**config.mk**
```make
export PLATFORM = sky130hd
export DESIGN_NAME = bus_target
export DESIGN_NICKNAME = d
export VERILOG_FILES = /design/src/rtl/bt_pkg.sv /design/src/rtl/bt_decode.sv /design/src/rtl/bt_regbank.sv /design/src/rtl/bt_ctrl.sv /design/src/rtl/bus_target.sv
export SDC_FILE = /design/constraint.sdc
export NUM_CORES = 1
export LEC_CHECK = 0
export BUFFER_PORTS_ARGS = -buffer_cell sky130_fd_sc_hd__clkbuf_2
export CAP_MARGIN = 10
export CORE_ASPECT_RATIO = 0.6
export CORE_MARGIN = 2
export CORE_UTILIZATION = 60
export CTS_CLUSTER_SIZE = 25
export DETAILED_ROUTE_END_ITERATION = 16
export GPL_TIMING_DRIVEN = 0
export PLACE_DENSITY = 0.85
export SLEW_MARGIN = 0
export SYNTH_ARGS = -nofsm -noshare
export SYNTH_HDL_FRONTEND = slang
export SYNTH_HIERARCHICAL = 1
export SYNTH_SLANG_ARGS = --single-unit
```
**constraint.sdc**
```tcl
create_clock -name clk -period 40.2 [get_ports clk]
set_clock_uncertainty 0.2 [all_clocks]
set_input_delay 2.01 -clock clk [delete_from_list [all_inputs] [get_ports clk]]
set_output_delay 2.01 -clock clk [all_outputs]
set_load 0.005 [all_outputs]
```
**src/rtl/bt_pkg.sv**
```systemverilog
package bt_pkg;
  localparam logic [3:0] CMD_MEM_RD = 4'b0110;
  localparam logic [3:0] CMD_MEM_WR = 4'b0111;

  typedef enum logic [2:0] {
    ST_IDLE,
    ST_CLAIM,
    ST_DATA,
    ST_STOPW,
    ST_TURN,
    ST_SKIP
  } tgt_state_e;
endpackage

```
**src/rtl/bt_decode.sv**
```systemverilog
module bt_decode #(
  parameter int unsigned           ADDR_W = 32,
  parameter int unsigned           WORDS  = 16,
  parameter logic [ADDR_W-1:0]     BASE   = 32'h0000_4000,
  localparam int unsigned          IDX_W  = $clog2(WORDS),
  localparam int unsigned          OFS_W  = IDX_W + 2
) (
  input  logic [ADDR_W-1:0] addr,
  output logic              hit,
  output logic [IDX_W-1:0]  idx
);
  logic unused_lsb;

  assign hit        = (addr[ADDR_W-1:OFS_W] == BASE[ADDR_W-1:OFS_W]);
  assign idx        = addr[OFS_W-1:2];
  assign unused_lsb = ^addr[1:0];
endmodule

```
**src/rtl/bt_regbank.sv**
```systemverilog
module bt_regbank #(
  parameter int unsigned  DATA_W = 32,
  parameter int unsigned  WORDS  = 16,
  localparam int unsigned IDX_W  = $clog2(WORDS),
  localparam int unsigned LANES  = DATA_W / 8
) (
  input  logic              clk,
  input  logic              rst_n,
  input  logic              wr_en,
  input  logic [IDX_W-1:0]  wr_idx,
  input  logic [LANES-1:0]  wr_be,
  input  logic [DATA_W-1:0] wr_data,
  input  logic [IDX_W-1:0]  rd_idx,
  output logic [DATA_W-1:0] rd_data
);
  logic [DATA_W-1:0] rd_arr [WORDS];

  for (genvar w = 0; w < WORDS; w++) begin : g_word
    logic [DATA_W-1:0] word_q;
    logic [DATA_W-1:0] word_d;
    logic              sel;

    assign sel = wr_en && (wr_idx == IDX_W'(w));

    always_comb begin
      word_d = word_q;
      for (int b = 0; b < LANES; b++) begin
        if (wr_be[b]) word_d[b*8 +: 8] = wr_data[b*8 +: 8];
      end
    end

    always_ff @(posedge clk or negedge rst_n) begin
      if (!rst_n)   word_q <= '0;
      else if (sel) word_q <= word_d;
    end

    assign rd_arr[w] = word_q;
  end

  assign rd_data = rd_arr[rd_idx];
endmodule

```
**src/rtl/bt_ctrl.sv**
```systemverilog
module bt_ctrl
  import bt_pkg::*;
#(
  parameter int unsigned  WORDS = 16,
  localparam int unsigned IDX_W = $clog2(WORDS)
) (
  input  logic             clk,
  input  logic             rst_n,
  input  logic             frame_n,
  input  logic             irdy_n,
  input  logic [3:0]       cbe_n,
  input  logic             hit,
  input  logic [IDX_W-1:0] start_idx,
  output logic [IDX_W-1:0] cur_idx,
  output logic             wr_en,
  output logic [3:0]       wr_be,
  output logic             ad_oe,
  output logic             devsel_n,
  output logic             trdy_n,
  output logic             stop_n,
  output logic             ctl_oe
);
  tgt_state_e       state_q, state_d;
  logic [IDX_W-1:0] idx_q, idx_d;
  logic             rd_q, rd_d;
  logic             frame_prev_q;
  logic             start, cmd_ok, phase_done, at_last;

  assign start      = (state_q == ST_IDLE) && !frame_n && frame_prev_q;
  assign cmd_ok     = (cbe_n == CMD_MEM_RD) || (cbe_n == CMD_MEM_WR);
  assign phase_done = (state_q == ST_DATA) && !irdy_n;
  assign at_last    = (idx_q == IDX_W'(WORDS - 1));

  always_comb begin
    state_d = state_q;
    idx_d   = idx_q;
    rd_d    = rd_q;
    unique case (state_q)
      ST_IDLE: begin
        if (start) begin
          if (hit && cmd_ok) begin
            state_d = ST_CLAIM;
            idx_d   = start_idx;
            rd_d    = (cbe_n == CMD_MEM_RD);
          end else begin
            state_d = ST_SKIP;
          end
        end
      end
      ST_CLAIM: state_d = ST_DATA;
      ST_DATA: begin
        if (phase_done) begin
          if (frame_n)      state_d = ST_TURN;
          else if (at_last) state_d = ST_STOPW;
          else              idx_d   = idx_q + 1'b1;
        end
      end
      ST_STOPW: if (frame_n) state_d = ST_TURN;
      ST_TURN:  state_d = ST_IDLE;
      ST_SKIP:  if (frame_n && irdy_n) state_d = ST_IDLE;
      default:  state_d = ST_IDLE;
    endcase
  end

  always_ff @(posedge clk or negedge rst_n) begin
    if (!rst_n) begin
      state_q      <= ST_IDLE;
      idx_q        <= '0;
      rd_q         <= 1'b0;
      frame_prev_q <= 1'b1;
    end else begin
      state_q      <= state_d;
      idx_q        <= idx_d;
      rd_q         <= rd_d;
      frame_prev_q <= frame_n;
    end
  end

  assign cur_idx  = idx_q;
  assign wr_en    = phase_done && !rd_q;
  assign wr_be    = ~cbe_n;
  assign ad_oe    = (state_q == ST_DATA) && rd_q;
  assign devsel_n = !((state_q == ST_CLAIM) || (state_q == ST_DATA) || (state_q == ST_STOPW));
  assign trdy_n   = !(state_q == ST_DATA);
  assign stop_n   = !((state_q == ST_STOPW) || ((state_q == ST_DATA) && at_last));
  assign ctl_oe   = (state_q == ST_CLAIM) || (state_q == ST_DATA) ||
                    (state_q == ST_STOPW) || (state_q == ST_TURN);
endmodule

```
**src/rtl/bus_target.sv**
```systemverilog
module bus_target #(
  parameter int unsigned       WORDS = 16,
  parameter logic [31:0]       BASE  = 32'h0000_4000,
  localparam int unsigned      IDX_W = $clog2(WORDS)
) (
  input  logic        clk,
  input  logic        rst_n,
  input  logic [31:0] ad_i,
  input  logic [3:0]  cbe_n_i,
  input  logic        frame_n_i,
  input  logic        irdy_n_i,
  output logic [31:0] ad_o,
  output logic        ad_oe,
  output logic        devsel_n_o,
  output logic        trdy_n_o,
  output logic        stop_n_o,
  output logic        ctl_oe
);
  logic [1:0]       rst_sync_q;
  logic             rst_core_n;
  logic             hit;
  logic [IDX_W-1:0] start_idx, cur_idx;
  logic             wr_en;
  logic [3:0]       wr_be;

  always_ff @(posedge clk or negedge rst_n) begin
    if (!rst_n) rst_sync_q <= 2'b00;
    else        rst_sync_q <= {rst_sync_q[0], 1'b1};
  end
  assign rst_core_n = rst_sync_q[1];

  bt_decode #(.ADDR_W(32), .WORDS(WORDS), .BASE(BASE)) u_decode (
    .addr (ad_i),
    .hit  (hit),
    .idx  (start_idx)
  );

  bt_ctrl #(.WORDS(WORDS)) u_ctrl (
    .clk       (clk),
    .rst_n     (rst_core_n),
    .frame_n   (frame_n_i),
    .irdy_n    (irdy_n_i),
    .cbe_n     (cbe_n_i),
    .hit       (hit),
    .start_idx (start_idx),
    .cur_idx   (cur_idx),
    .wr_en     (wr_en),
    .wr_be     (wr_be),
    .ad_oe     (ad_oe),
    .devsel_n  (devsel_n_o),
    .trdy_n    (trdy_n_o),
    .stop_n    (stop_n_o),
    .ctl_oe    (ctl_oe)
  );

  bt_regbank #(.DATA_W(32), .WORDS(WORDS)) u_bank (
    .clk     (clk),
    .rst_n   (rst_core_n),
    .wr_en   (wr_en),
    .wr_idx  (cur_idx),
    .wr_be   (wr_be),
    .wr_data (ad_i),
    .rd_idx  (cur_idx),
    .rd_data (ad_o)
  );
endmodule

```
==> results.py <==
metrics = {
    "hold_path": {
        "hp-start": "rst_sync_q[0]",
        "hold-path-endpoint": "rst_sync_q[1]",
        "hold_depth": 0,
        "min_path_type": "reg -> reg",
    },
    "critical_path": {
        "r2r_start": "u_ctrl/state_q[2]",
        "cp_max_fo": 10,
        "path_depth": 6,
        "crit_type": "reg -> out",
        "critPathLaunchType": "register",
        "crit_path_cell_trace": "buf_2 -> clkbuf_1 -> mux4_2 -> a22oi_1 -> nand2_1 -> clkbuf_2",
        "slowest_delay_ps": 710,
        "reg2reg_slack_ps": 36670,
        "r2r-end": "u_bank/g_word[13].word_q[1]",
        "crit_family": "buffers and inverters",
        "ff2ff_path_depth": 9,
        "arrival_ps": 3170,
        "cp.required_ps": 37990,
        "cp_slowest_cell": "clkbuf_1",
        "end_kind": "output pin",
        "cp_num_buf_inv": 3,
    },
    "flow_run": {
        "maxCapViolCount": 0,
    },
    "logic_synthesis": {
        "synth_seq_cells": 523,
        "syn_area_mm2": 0.0241,
        "synth-seq-area-share_pct": 54.3,
        "synth_flop_cell": "dfrtp_1",
        "ys_warn_count": 6,
        "yosysMostFrequentCell": "dfrtp_1",
        "synthTopCellsByArea": "dfrtp_1, mux2_2, mux4_2",
        "synth_edf_count": 0,
        "synth_top_area_share_pct": 54.2,
        "syn_area_per_cell_um2": 15.8,
        "netlist_top_cells_count": "dfrtp_1, mux2_2, mux4_2",
        "syn_inst": 1530,
        "syn_nets": 1571,
        "async_flop_share_pct": 100,
        "synth.distinct_cells": 59,
        "synth_top_cell_by_area": "dfrtp_1",
    },
    "global_routing": {
        "grt_start_max_net_pins": 75,
        "grt_remaining_overflow": 0,
        "grt_pass1_vias": 15900,
        "grt_antenna_before_repair": 2,
        "grt_pass1_wl_um": 96100,
        "grt_use_total_pct": 30.1,
    },
    "clocking": {
        "cts.sinks": 523,
        "cts_resized": 0,
        "cts_made_buffers": 47,
        "cts_tree": "done",
        "htreeDepth": 2,
        "hold_buffers": 0,
        "cts_setup_buffers": 0,
        "cts_root_buf": "clkbuf_16",
        "clock_latency_ps": 570,
        "cts_buffer_depth": 3,
        "clk_pin_slew_ps": 70,
    },
    "route": {
        "via_count": 14700,
        "drtPass1Iterations": 7,
        "drtIter0Drc": 1384,
        "drt-total-wl_um": 61700,
        "route.detailed.wl_per_inst_um": 27.7,
        "drc": 0,
        "ant_nets": 0,
        "viasPerCell": 6.63,
    },
    "floorplanning": {
        "fp.dieW_um": 263,
        "io_pins": 77,
        "core_mm2": 0.0394,
        "die-area_mm2": 0.0419,
        "rows": 56,
        "die_y_um": 159,
        "initial_utilization_pct": 61.2,
    },
    "finish": {
        "fin_nets": 1703,
        "layout-drive-gt1-share_pct": 53.5,
        "area_growth_pct": 12.1,
        "multi_input_area_mm2": 0.0105,
        "regArea_mm2": 0.0131,
        "fin_cells": 2224,
        "n_fill_cell": 2593,
    },
    "sta": {
        "tightest_slew_ps": 960,
        "relSlewSlack_pct": 36.0,
        "period_share_pct": 13.4,
        "hold_viol_final": 0,
        "fmax_mhz": 186,
        "rsz0062_at_grt": "false",
        "setup_viol": 0,
        "report.final.slew_viol_count": 0,
        "period_minus_slack_ps": 5380,
        "final.setup.tns_ps": 0,
    },
    "outcome": {
        "status": "complete, no violations",
    },
    "power": {
        "power_density_mw_per_mm2": 64.0,
        "p_leak_nw": 13.0,
        "ir_drop_mv": 0.0481,
    },
    "placement": {
        "port_buffers": 76,
        "dp.cells": 2135,
        "dp_hpwl_um": 40900,
        "place_congestion": 0.949,
    },
}
routing by layer:
layer  track usage, %  vias up  share of wire, %
met1             43.6     7953                43
met4             8.86        0               2.7
li1                 -     5996                 -
met2             45.8      662                46
met3             7.70      123               8.5
met5                0        -                 0
registers in the layout, indices dropped and copies added, names as in the netlist:
name,flops
u_bank/g_word.word_q,512
u_ctrl/cur_idx,4
u_ctrl/state_q,3
rst_sync_q,2
u_ctrl/frame_prev_q,1
u_ctrl/rd_q,1
placed cells by master (no fill, tap or decap), types with 4 or more instances in the layout:
master     instances
mux2_2           486
bufinv_16          5
mux4_2           128
dfrtp_1          521
clkbuf_2          78
clkinv_2          10
buf_4             10
nand3_1            5
mux2_4             8
buf_2             26
nor4_1             5
mux2_1            19
nand2b_1           7
a22oi_1           65
nor2_8             4
nand2_2           20
nor2b_1            6
clkbuf_1          67
nand4b_1           4
clkbuf_8          14
nor2_2            26
nand2_1           36
buf_16             7
nor2_4            19
a21oi_1            6
clkbuf_16         49
nor2_1             9
inv_1              6
through the flow:
stage	util [%]	power, mW	hold slack (ps)	setup slack, ps	cell area (um2)
after floorplan	-	1.08	131	24350	24100
after global placement	63.9	1.21	136	19520	25200
after detailed placement	64.4	1.24	149	35470	25300
after CTS	68.6	1.73	159	34840	27000
after global routing	68.6	1.80	155	34650	27000
final	68.6	1.73	156	34820	27000
kinds of logic (layout without fill, tap and decap cells):
kind of cell	Yosys count	in the layout	synth area share [%]
buffers and inverters	112	282	2.08
other	1	3	0.0155
muxes	642	642	36.1
adders and majority gates	1	1	0.0519
xor gates and xnor gates	1	1	0.0363
AOI/OAI and AO/OA	84	84	2.57
and+or+nand+nor	166	166	4.91
DFF	523	523	54.3
cell type report:
type                       count  area share [%]
buffer                       104            1.74
multi-input combinational    895            39.0
inverter                       8           0.111
clock inverter                19           0.866
timing repair buffer          83            2.12
antenna                        2          0.0185
sequential                   523            48.4
clock buffer                  68            5.32
tap                          522            2.42
how the worst max path moves through the flow:
stage	startpoint	slack, ps	endpoint
2_1_floorplan	rst_sync_q[1]	24350	u_bank/g_word[0].word_q[0]
3_3_place_gp	rst_sync_q[1]	19520	u_bank/g_word[6].word_q[27]
3_5_place_dp	u_ctrl/cur_idx[1]	35470	ad_o[9]
4_1_cts	u_ctrl/cur_idx[1]	34840	ad_o[9]
5_1_grt	u_ctrl/cur_idx[1]	34650	ad_o[15]
6_report	u_ctrl/cur_idx[1]	34820	ad_o[15]
worst register-to-register path: stages (launching register included):
cell and delay [ps]:
dfrtp_1 370, buf_2 190, nor3b_2 450, inv_2 130, nor3_1 360, buf_4 280
nand4b_1 120, buf_4 220, nor2_2 650, mux2_2 430
report_power, final:
part	total [mW]	leakage (nW)	internal, mW	switching [mW]
Combinational	0.516	4.94	0.255	0.262
Sequential	0.730	7.19	0.655	0.0750
Clock	0.484	0.827	0.281	0.202
Total	1.73	13.0	1.19	0.539
Note: power is estimated with default switching activity, not from simulation.
